**src/rtl/tach_pkg.sv**
```systemverilog
package tach_pkg;
  // control word field positions
  localparam int CB_IER    = 31;
  localparam int CB_INV    = 30;
  localparam int CB_EN     = 28;
  localparam int CB_DEB_HI = 27;
  localparam int CB_DEB_LO = 26;
  localparam int CB_EDG_HI = 25;
  localparam int CB_EDG_LO = 24;
  localparam int CB_DIV_HI = 23;
  localparam int CB_DIV_LO = 20;
  localparam int FIELD_W   = 20;

  typedef enum logic [1:0] {
    EDGE_FALL = 2'd0,
    EDGE_RISE = 2'd1,
    EDGE_ANY  = 2'd2,
    EDGE_ANY2 = 2'd3
  } edge_mode_e;
endpackage

```
**src/rtl/tach_prescaler.sv**
```systemverilog
module tach_prescaler #(
  parameter int MAX_N = 11
) (
  input  logic       clk,
  input  logic       rst_n,
  input  logic       en,
  input  logic [3:0] div_sel,
  output logic       tick
);
  localparam int PW = 2 * MAX_N;

  logic [PW-1:0] cnt_q, cnt_d;
  logic [PW-1:0] mask;
  logic [3:0]    n_eff;

  always_comb begin
    n_eff = (div_sel > 4'(MAX_N)) ? 4'(MAX_N) : div_sel;
    mask  = ~({PW{1'b1}} << {n_eff, 1'b0});
    tick  = en && ((cnt_q & mask) == mask);
    cnt_d = en ? cnt_q + 1'b1 : '0;
  end

  always_ff @(posedge clk or negedge rst_n) begin
    if (!rst_n) cnt_q <= '0;
    else        cnt_q <= cnt_d;
  end
endmodule

```
**src/rtl/tach_debounce.sv**
```systemverilog
module tach_debounce (
  input  logic       clk,
  input  logic       rst_n,
  input  logic       en,
  input  logic       tick,
  input  logic       pin,
  input  logic [1:0] code,
  output logic       sync_o,
  output logic       deb_o
);
  logic       s1_q, s2_q;
  logic       deb_q, deb_d;
  logic [1:0] cnt_q, cnt_d;
  logic [1:0] need;

  always_comb begin
    need  = 2'd3 - code;
    deb_d = deb_q;
    cnt_d = cnt_q;
    if (!en || need == 2'd0) begin
      deb_d = s2_q;
      cnt_d = 2'd0;
    end else if (s2_q == deb_q) begin
      cnt_d = 2'd0;
    end else if (tick) begin
      if (cnt_q == need - 2'd1) begin
        deb_d = s2_q;
        cnt_d = 2'd0;
      end else begin
        cnt_d = cnt_q + 2'd1;
      end
    end
  end

  always_ff @(posedge clk or negedge rst_n) begin
    if (!rst_n) begin
      s1_q  <= 1'b0;
      s2_q  <= 1'b0;
      deb_q <= 1'b0;
      cnt_q <= 2'd0;
    end else begin
      s1_q  <= pin;
      s2_q  <= s1_q;
      deb_q <= deb_d;
      cnt_q <= cnt_d;
    end
  end

  assign sync_o = s2_q;
  assign deb_o  = deb_q;
endmodule

```
**src/rtl/tach_period_cnt.sv**
```systemverilog
module tach_period_cnt
  import tach_pkg::*;
#(
  parameter int CNT_W = 20
) (
  input  logic             clk,
  input  logic             rst_n,
  input  logic             en,
  input  logic             tick,
  input  logic             deb,
  input  edge_mode_e       mode,
  output logic             qual,
  output logic [CNT_W-1:0] cnt_o,
  output logic [CNT_W-1:0] val_o,
  output logic             full_o,
  output logic             upd_o
);
  localparam logic [CNT_W-1:0] CMAX = {CNT_W{1'b1}};

  logic             prev_q;
  logic [CNT_W-1:0] cnt_q, cnt_d, cnt_inc;
  logic [CNT_W-1:0] val_q, val_d;
  logic             armed_q, armed_d;
  logic             full_q, full_d;
  logic             upd_q, upd_d;
  logic             rise, fall;

  always_comb begin
    rise = deb & ~prev_q;
    fall = ~deb & prev_q;
    case (mode)
      EDGE_FALL: qual = en & fall;
      EDGE_RISE: qual = en & rise;
      default:   qual = en & (rise | fall);
    endcase
    cnt_inc = (cnt_q == CMAX) ? CMAX : cnt_q + CNT_W'(tick);

    cnt_d   = cnt_inc;
    val_d   = val_q;
    armed_d = armed_q;
    full_d  = full_q;
    upd_d   = 1'b0;
    if (!en) begin
      cnt_d   = '0;
      armed_d = 1'b0;
      full_d  = 1'b0;
    end else if (qual) begin
      cnt_d   = '0;
      armed_d = 1'b1;
      if (armed_q) begin
        val_d  = cnt_inc;
        full_d = 1'b1;
        upd_d  = 1'b1;
      end
    end else if (tick && cnt_q == CMAX - 1'b1) begin
      val_d = CMAX;
      upd_d = 1'b1;
    end
  end

  always_ff @(posedge clk or negedge rst_n) begin
    if (!rst_n) begin
      prev_q  <= 1'b0;
      cnt_q   <= '0;
      val_q   <= '0;
      armed_q <= 1'b0;
      full_q  <= 1'b0;
      upd_q   <= 1'b0;
    end else begin
      prev_q  <= deb;
      cnt_q   <= cnt_d;
      val_q   <= val_d;
      armed_q <= armed_d;
      full_q  <= full_d;
      upd_q   <= upd_d;
    end
  end

  assign cnt_o  = cnt_q;
  assign val_o  = val_q;
  assign full_o = full_q;
  assign upd_o  = upd_q;
endmodule

```
**src/rtl/tach_channel.sv**
```systemverilog
module tach_channel
  import tach_pkg::*;
#(
  parameter int CNT_W = 20,
  parameter int MAX_N = 11
) (
  input  logic        clk,
  input  logic        rst_n,
  input  logic [31:0] ctrl_word,
  input  logic        irq_clr,
  input  logic        fan_in,
  output logic [31:0] stat_word,
  output logic        irq
);
  logic             rs1_q, rst_q_n;
  logic             en, inv, ier;
  logic [1:0]       deb_code;
  edge_mode_e       mode;
  logic [3:0]       div_sel;
  logic [FIELD_W-1:0] thr;
  logic             ctrl_unused;
  logic             tick, sync_lvl, deb_lvl, qual;
  logic [CNT_W-1:0] run_cnt, val;
  logic             full, upd;
  logic [FIELD_W-1:0] val_ext;
  logic             hit;
  logic             irq_sts_q, irq_sts_d;

  // reset: asserted asynchronously, released on the clock
  always_ff @(posedge clk or negedge rst_n) begin
    if (!rst_n) begin
      rs1_q   <= 1'b0;
      rst_q_n <= 1'b0;
    end else begin
      rs1_q   <= 1'b1;
      rst_q_n <= rs1_q;
    end
  end

  always_comb begin
    en          = ctrl_word[CB_EN];
    inv         = ctrl_word[CB_INV];
    ier         = ctrl_word[CB_IER];
    deb_code    = ctrl_word[CB_DEB_HI:CB_DEB_LO];
    mode        = edge_mode_e'(ctrl_word[CB_EDG_HI:CB_EDG_LO]);
    div_sel     = ctrl_word[CB_DIV_HI:CB_DIV_LO];
    thr         = ctrl_word[FIELD_W-1:0];
    ctrl_unused = ctrl_word[29];
  end

  tach_prescaler #(.MAX_N(MAX_N)) u_pre (
    .clk(clk), .rst_n(rst_q_n), .en(en), .div_sel(div_sel), .tick(tick)
  );

  tach_debounce u_deb (
    .clk(clk), .rst_n(rst_q_n), .en(en), .tick(tick), .pin(fan_in),
    .code(deb_code), .sync_o(sync_lvl), .deb_o(deb_lvl)
  );

  tach_period_cnt #(.CNT_W(CNT_W)) u_cnt (
    .clk(clk), .rst_n(rst_q_n), .en(en), .tick(tick), .deb(deb_lvl),
    .mode(mode), .qual(qual), .cnt_o(run_cnt), .val_o(val),
    .full_o(full), .upd_o(upd)
  );

  always_comb begin
    val_ext   = FIELD_W'(val);
    hit       = inv ? (val_ext < thr) : (val_ext > thr);
    irq_sts_d = irq_sts_q;
    if (irq_clr)    irq_sts_d = 1'b0;
    if (upd && hit) irq_sts_d = 1'b1;
  end

  always_ff @(posedge clk or negedge rst_q_n) begin
    if (!rst_q_n) irq_sts_q <= 1'b0;
    else          irq_sts_q <= irq_sts_d;
  end

  assign stat_word = {irq_sts_q, 7'd0, deb_lvl, sync_lvl, upd, full, val_ext};
  assign irq       = irq_sts_q & ier;
endmodule

```
**config.mk**
```make
export PLATFORM = sky130hd
export DESIGN_NAME = tach_channel
export DESIGN_NICKNAME = d
export VERILOG_FILES = /design/src/rtl/tach_pkg.sv /design/src/rtl/tach_prescaler.sv /design/src/rtl/tach_debounce.sv /design/src/rtl/tach_period_cnt.sv /design/src/rtl/tach_channel.sv
export SDC_FILE = /design/constraint.sdc
export NUM_CORES = 1
export LEC_CHECK = 0
export ABC_AREA = 1
export CAP_MARGIN = 10
export CORE_ASPECT_RATIO = 1.75
export CORE_MARGIN = 10
export CORE_UTILIZATION = 55
export DETAILED_ROUTE_END_ITERATION = 16
export GPL_TIMING_DRIVEN = 0
export PLACE_DENSITY = 0.81
export SYNTH_ARGS = -nofsm -noshare
export SYNTH_HDL_FRONTEND = slang
export SYNTH_SLANG_ARGS = --single-unit
```
**constraint.sdc**
```tcl
create_clock -name clk -period 2.96 [get_ports clk]
set_input_delay 0.444 -clock clk [delete_from_list [all_inputs] [get_ports clk]]
set_output_delay 0.444 -clock clk [all_outputs]
set_load 0.01 [all_outputs]
```
==> impl_metrics.csv <==
group,metric,value,unit
run_status,status,"completed",
synth,synth-main-ff-cell,"dfrtp_1",
critical_path,endpoint_kind,"flop",
floorplanning,die_w,88.6,µm
global_route,overflow,0,
floorplanning,core-area,0.00796,mm²
finish,area_growth,25.2,%
cts,htree_levels,3,
cts,cts_sinks,74,
synth,synth_top_family_by_area,"simple AND/OR/NAND/NOR gates",
cts,clk_path_buf_depth,2,
sta,fin_ws,0.218,ns
finish,drive_above_1_share,9.99,%
synth,ys_seq_elements,74,
hold_path,min_path_type,"in -> async",
sta,rsz0062_at_grt,"true",
sta,skew,0.00655,ns
sta,tightest_slew,0.920,ns
synth,synth-compound-area-share,7.08,%
floorplanning,die-height,140,µm
critical_path,worstSetupStartpointType,"input port",
floorplanning,num_io_pins,69,
synth,synth_xor_area_share,1.74,%
drt,wl,11300,µm
synth,synth-edff-count,0,
global_route,grt_use_met1,17.9,%
sta,setup_violations,0,
drt,wl_per_cell,14.5,µm
synth,ys_types,36,
drt,via_per_inst,5.45,
sta,max_slew_margin,38.7,%
placed_design,hpwl,8640,µm
sta,slew_violations,0,
sta,tns,0,ns
finish,antennaDiodeCount,0,
global_route,grt_max_degree,73,
critical_path,cpMostUsedCell,"nand2_1",
floorplanning,die-area,0.0124,mm²
sta,post-route-min-period,2.74,ns
synth,seq_area_frac_synth,40.9,%
critical_path,crit_type,"in -> reg",
synth,avgSynthCellArea,7.44,µm²
critical_path,crit_slowest_cell,"clkdlybuf4s50_1",
critical_path,arrival,2.96,ns
finish,nNetsFinal,748,
sta,final.period_utilization,92.6,%
cts,cts_inserted_buffers,9,
drt,drt_iter0_markers,320,
cts,root_buffer,"clkbuf_16",
global_route,grt_pass1_wl,19100,µm
power,leakage,2.85,nW
synth,yosys_warnings,0,
drt,drc,0,
synth,synth-simple-area-share,32.4,%
global_route,grt_usage,19.2,%
cts,clock_latency,0.34,ns
synth,async_flop_share,100,%
synth,synthMuxAreaShare,0,%
cts,cts_hold_buf,0,
critical_path,required,3.18,ns
power,peakVddDrop,0.489,mV
drt,final_antenna_net_count,0,
placed_design,gp_congestion,0.908,
placed_design,place_ws,-0.584,ns
sta,max_freq,365,MHz
floorplanning,start_util,56.8,%
finish,final_common_cell,"nand2_1",
critical_path,slowest_delay,0.46,ns
global_route,grt_use_met2,34.9,%
global_route,busiest_layer,"met2",
cts,cts_tree,"built",
critical_path,cp_cell_sequence,"clkdlybuf4s50_1 -> nand2_1 -> nand2_1 -> o21ai_1 -> nand3_1 -> a21oi_2 -> nand2_1 -> inv_1 -> ha_2 -> nand3_2 -> inv_2 -> nand2_1 -> nor2_4 -> inv_2 -> nor2_2 -> nand2_1 -> nand2_1 -> nand4_1 -> nand2_1 -> nand2_1",
flow_run,drv_cap,0,
global_route,grt_pass1_vias,4377,
sta,hold_viol,0,
placed_design,port_buffers,60,
cts,cts.clk_slew.worst_paths,0.05,ns
drt,dr.pass1.iters,7,
drt,vias,4257,
global_route,antenna_found_initial,0,
global_route,globalRouteMet3Util,5.57,%
synth,syn_inst,608,
synth,synth_adder_area_share,7.19,%
finish,final_cell_mix,"nand2_1, inv_1, dfrtp_1, clkdlybuf4s50_1, nor2_1",
floorplanning,row_count,43,
critical_path,crit_path_max_fanout,4,
synth,syn_area,0.00452,mm²
power,powerDensity,626,mW/mm²
==> synth_stat cells, types with 4 or more instances <==
| cell type | instances | area, µm² |
|---|---|---|
| nor2_1 | 59 | 221 |
| a31oi_1 | 5 | 31.3 |
| buf_2 | 4 | 20.0 |
| xor2_1 | 5 | 43.8 |
| a21oi_1 | 25 | 125 |
| nand3_1 | 43 | 215 |
| nand3b_1 | 5 | 37.5 |
| xnor2_1 | 4 | 35.0 |
| o21ai_0 | 19 | 95.1 |
| nor2_2 | 6 | 37.5 |
| nor3_1 | 14 | 70.1 |
| nand2_1 | 171 | 642 |
| nand4_1 | 21 | 131 |
| buf_4 | 14 | 105 |
| o21a_1 | 4 | 30.0 |
| inv_1 | 79 | 297 |
| dfrtp_1 | 74 | 1850 |
| ha_1 | 26 | 325 |
==> report_power, final <==
group / switching [mW] / leakage, nW / internal (mW) / total, mW
Combinational: 0.510 / 1.72 / 0.572 / 1.08
Sequential: 0.157 / 0.974 / 1.17 / 1.33
Clock: 0.384 / 0.156 / 0.745 / 1.13
Total: 1.05 / 2.85 / 2.49 / 3.54
==> state kept, by name, indices dropped and copies added, names as in the netlist <==
name / cells
u_cnt.upd_o: 1
irq_sts_q: 1
u_cnt.full_o: 1
rst_q_n: 1
u_deb.cnt_q: 2
u_pre.cnt_q: 22
u_cnt.armed_q: 1
u_deb.deb_o: 1
rs1_q: 1
u_cnt.val_o: 20
u_deb.sync_o: 1
u_deb.s1_q: 1
u_cnt.prev_q: 1
u_cnt.cnt_o: 20
==> critical path: cells and delay by family <==
| kind | cells | cell delay (ns) |
|---|---|---|
| AND/OR/NAND/NOR | 13 | 1.31 |
| adder cells (fa/ha/maj) | 1 | 0.20 |
| AO/OA/AOI/OAI | 2 | 0.32 |
| buffers and inverters | 4 | 0.70 |
==> stage by stage <==
| step | cells | util, % | area [µm²] | total power, mW | hold slack [ns] |
|---|---|---|---|---|---|
| after floorplan | 614 | - | 4550 | 1.91 | 0.148 |
| after global placement | 764 | 66.0 | 5260 | 2.39 | 0.336 |
| after detailed placement | 764 | 66.1 | 5260 | 2.44 | 0.337 |
| after CTS | 781 | 70.4 | 5600 | 3.58 | 0.260 |
| after global routing | 781 | 71.1 | 5660 | 3.78 | 0.267 |
| final | 781 | 71.1 | 5660 | 3.54 | 0.264 |
==> kinds of logic (layout without fill, tap and decap cells) <==
family / count (synthesis) / in the layout
AO/OA/AOI/OAI: 58 / 58
XOR/XNOR: 9 / 9
adder cells (fa/ha/maj): 26 / 26
buffers and inverters: 107 / 184
flip-flops: 74 / 74
other: 2 / 8
AND/OR/NAND/NOR: 332 / 332
==> layer usage <==
layer | wire, µm | part of all wire, %
met1 | 3840 | 34
met5 | 0 | 0
met3 | 749 | 6.6
met4 | 497 | 4.4
met2 | 6200 | 55
==> final timing paths <==
kind                                    to  depth (start not counted)  slack (ns)             from
setup reg to reg           u_cnt.val_o[19]                         20        0.32  u_pre.cnt_q[13]
setup / recovery           u_cnt.val_o[19]                         20        0.22    ctrl_word[21]
min in group clk                   rst_q_n                          0        0.35            rs1_q
max in group asynchronous   u_cnt.val_o[5]                          0        1.89          rst_q_n
hold / removal                     rst_q_n                          1        0.26            rst_n
hold reg to reg                    rst_q_n                          0        0.35            rs1_q
==> cell type report <==
cell class | count | area, µm²
Multi-Input combinational cell | 433 | 2280
Clock inverter | 1 | 30.0
Timing Repair Buffer | 61 | 613
Clock buffer | 15 | 288
Buffer | 24 | 169
Fill cell | 670 | 2300
Sequential cell | 74 | 1860
Tap cell | 90 | 113
Inverter | 83 | 312
==> timing repair <==
action | CTS | global route
resized for setup | 4 | 20
buffers inserted | 1 | 0
endpoints found under the setup margin | 14 | 21
pin swaps | 1 | 2
gates cloned | 0 | 0
Note: power is estimated with default switching activity, not from simulation.
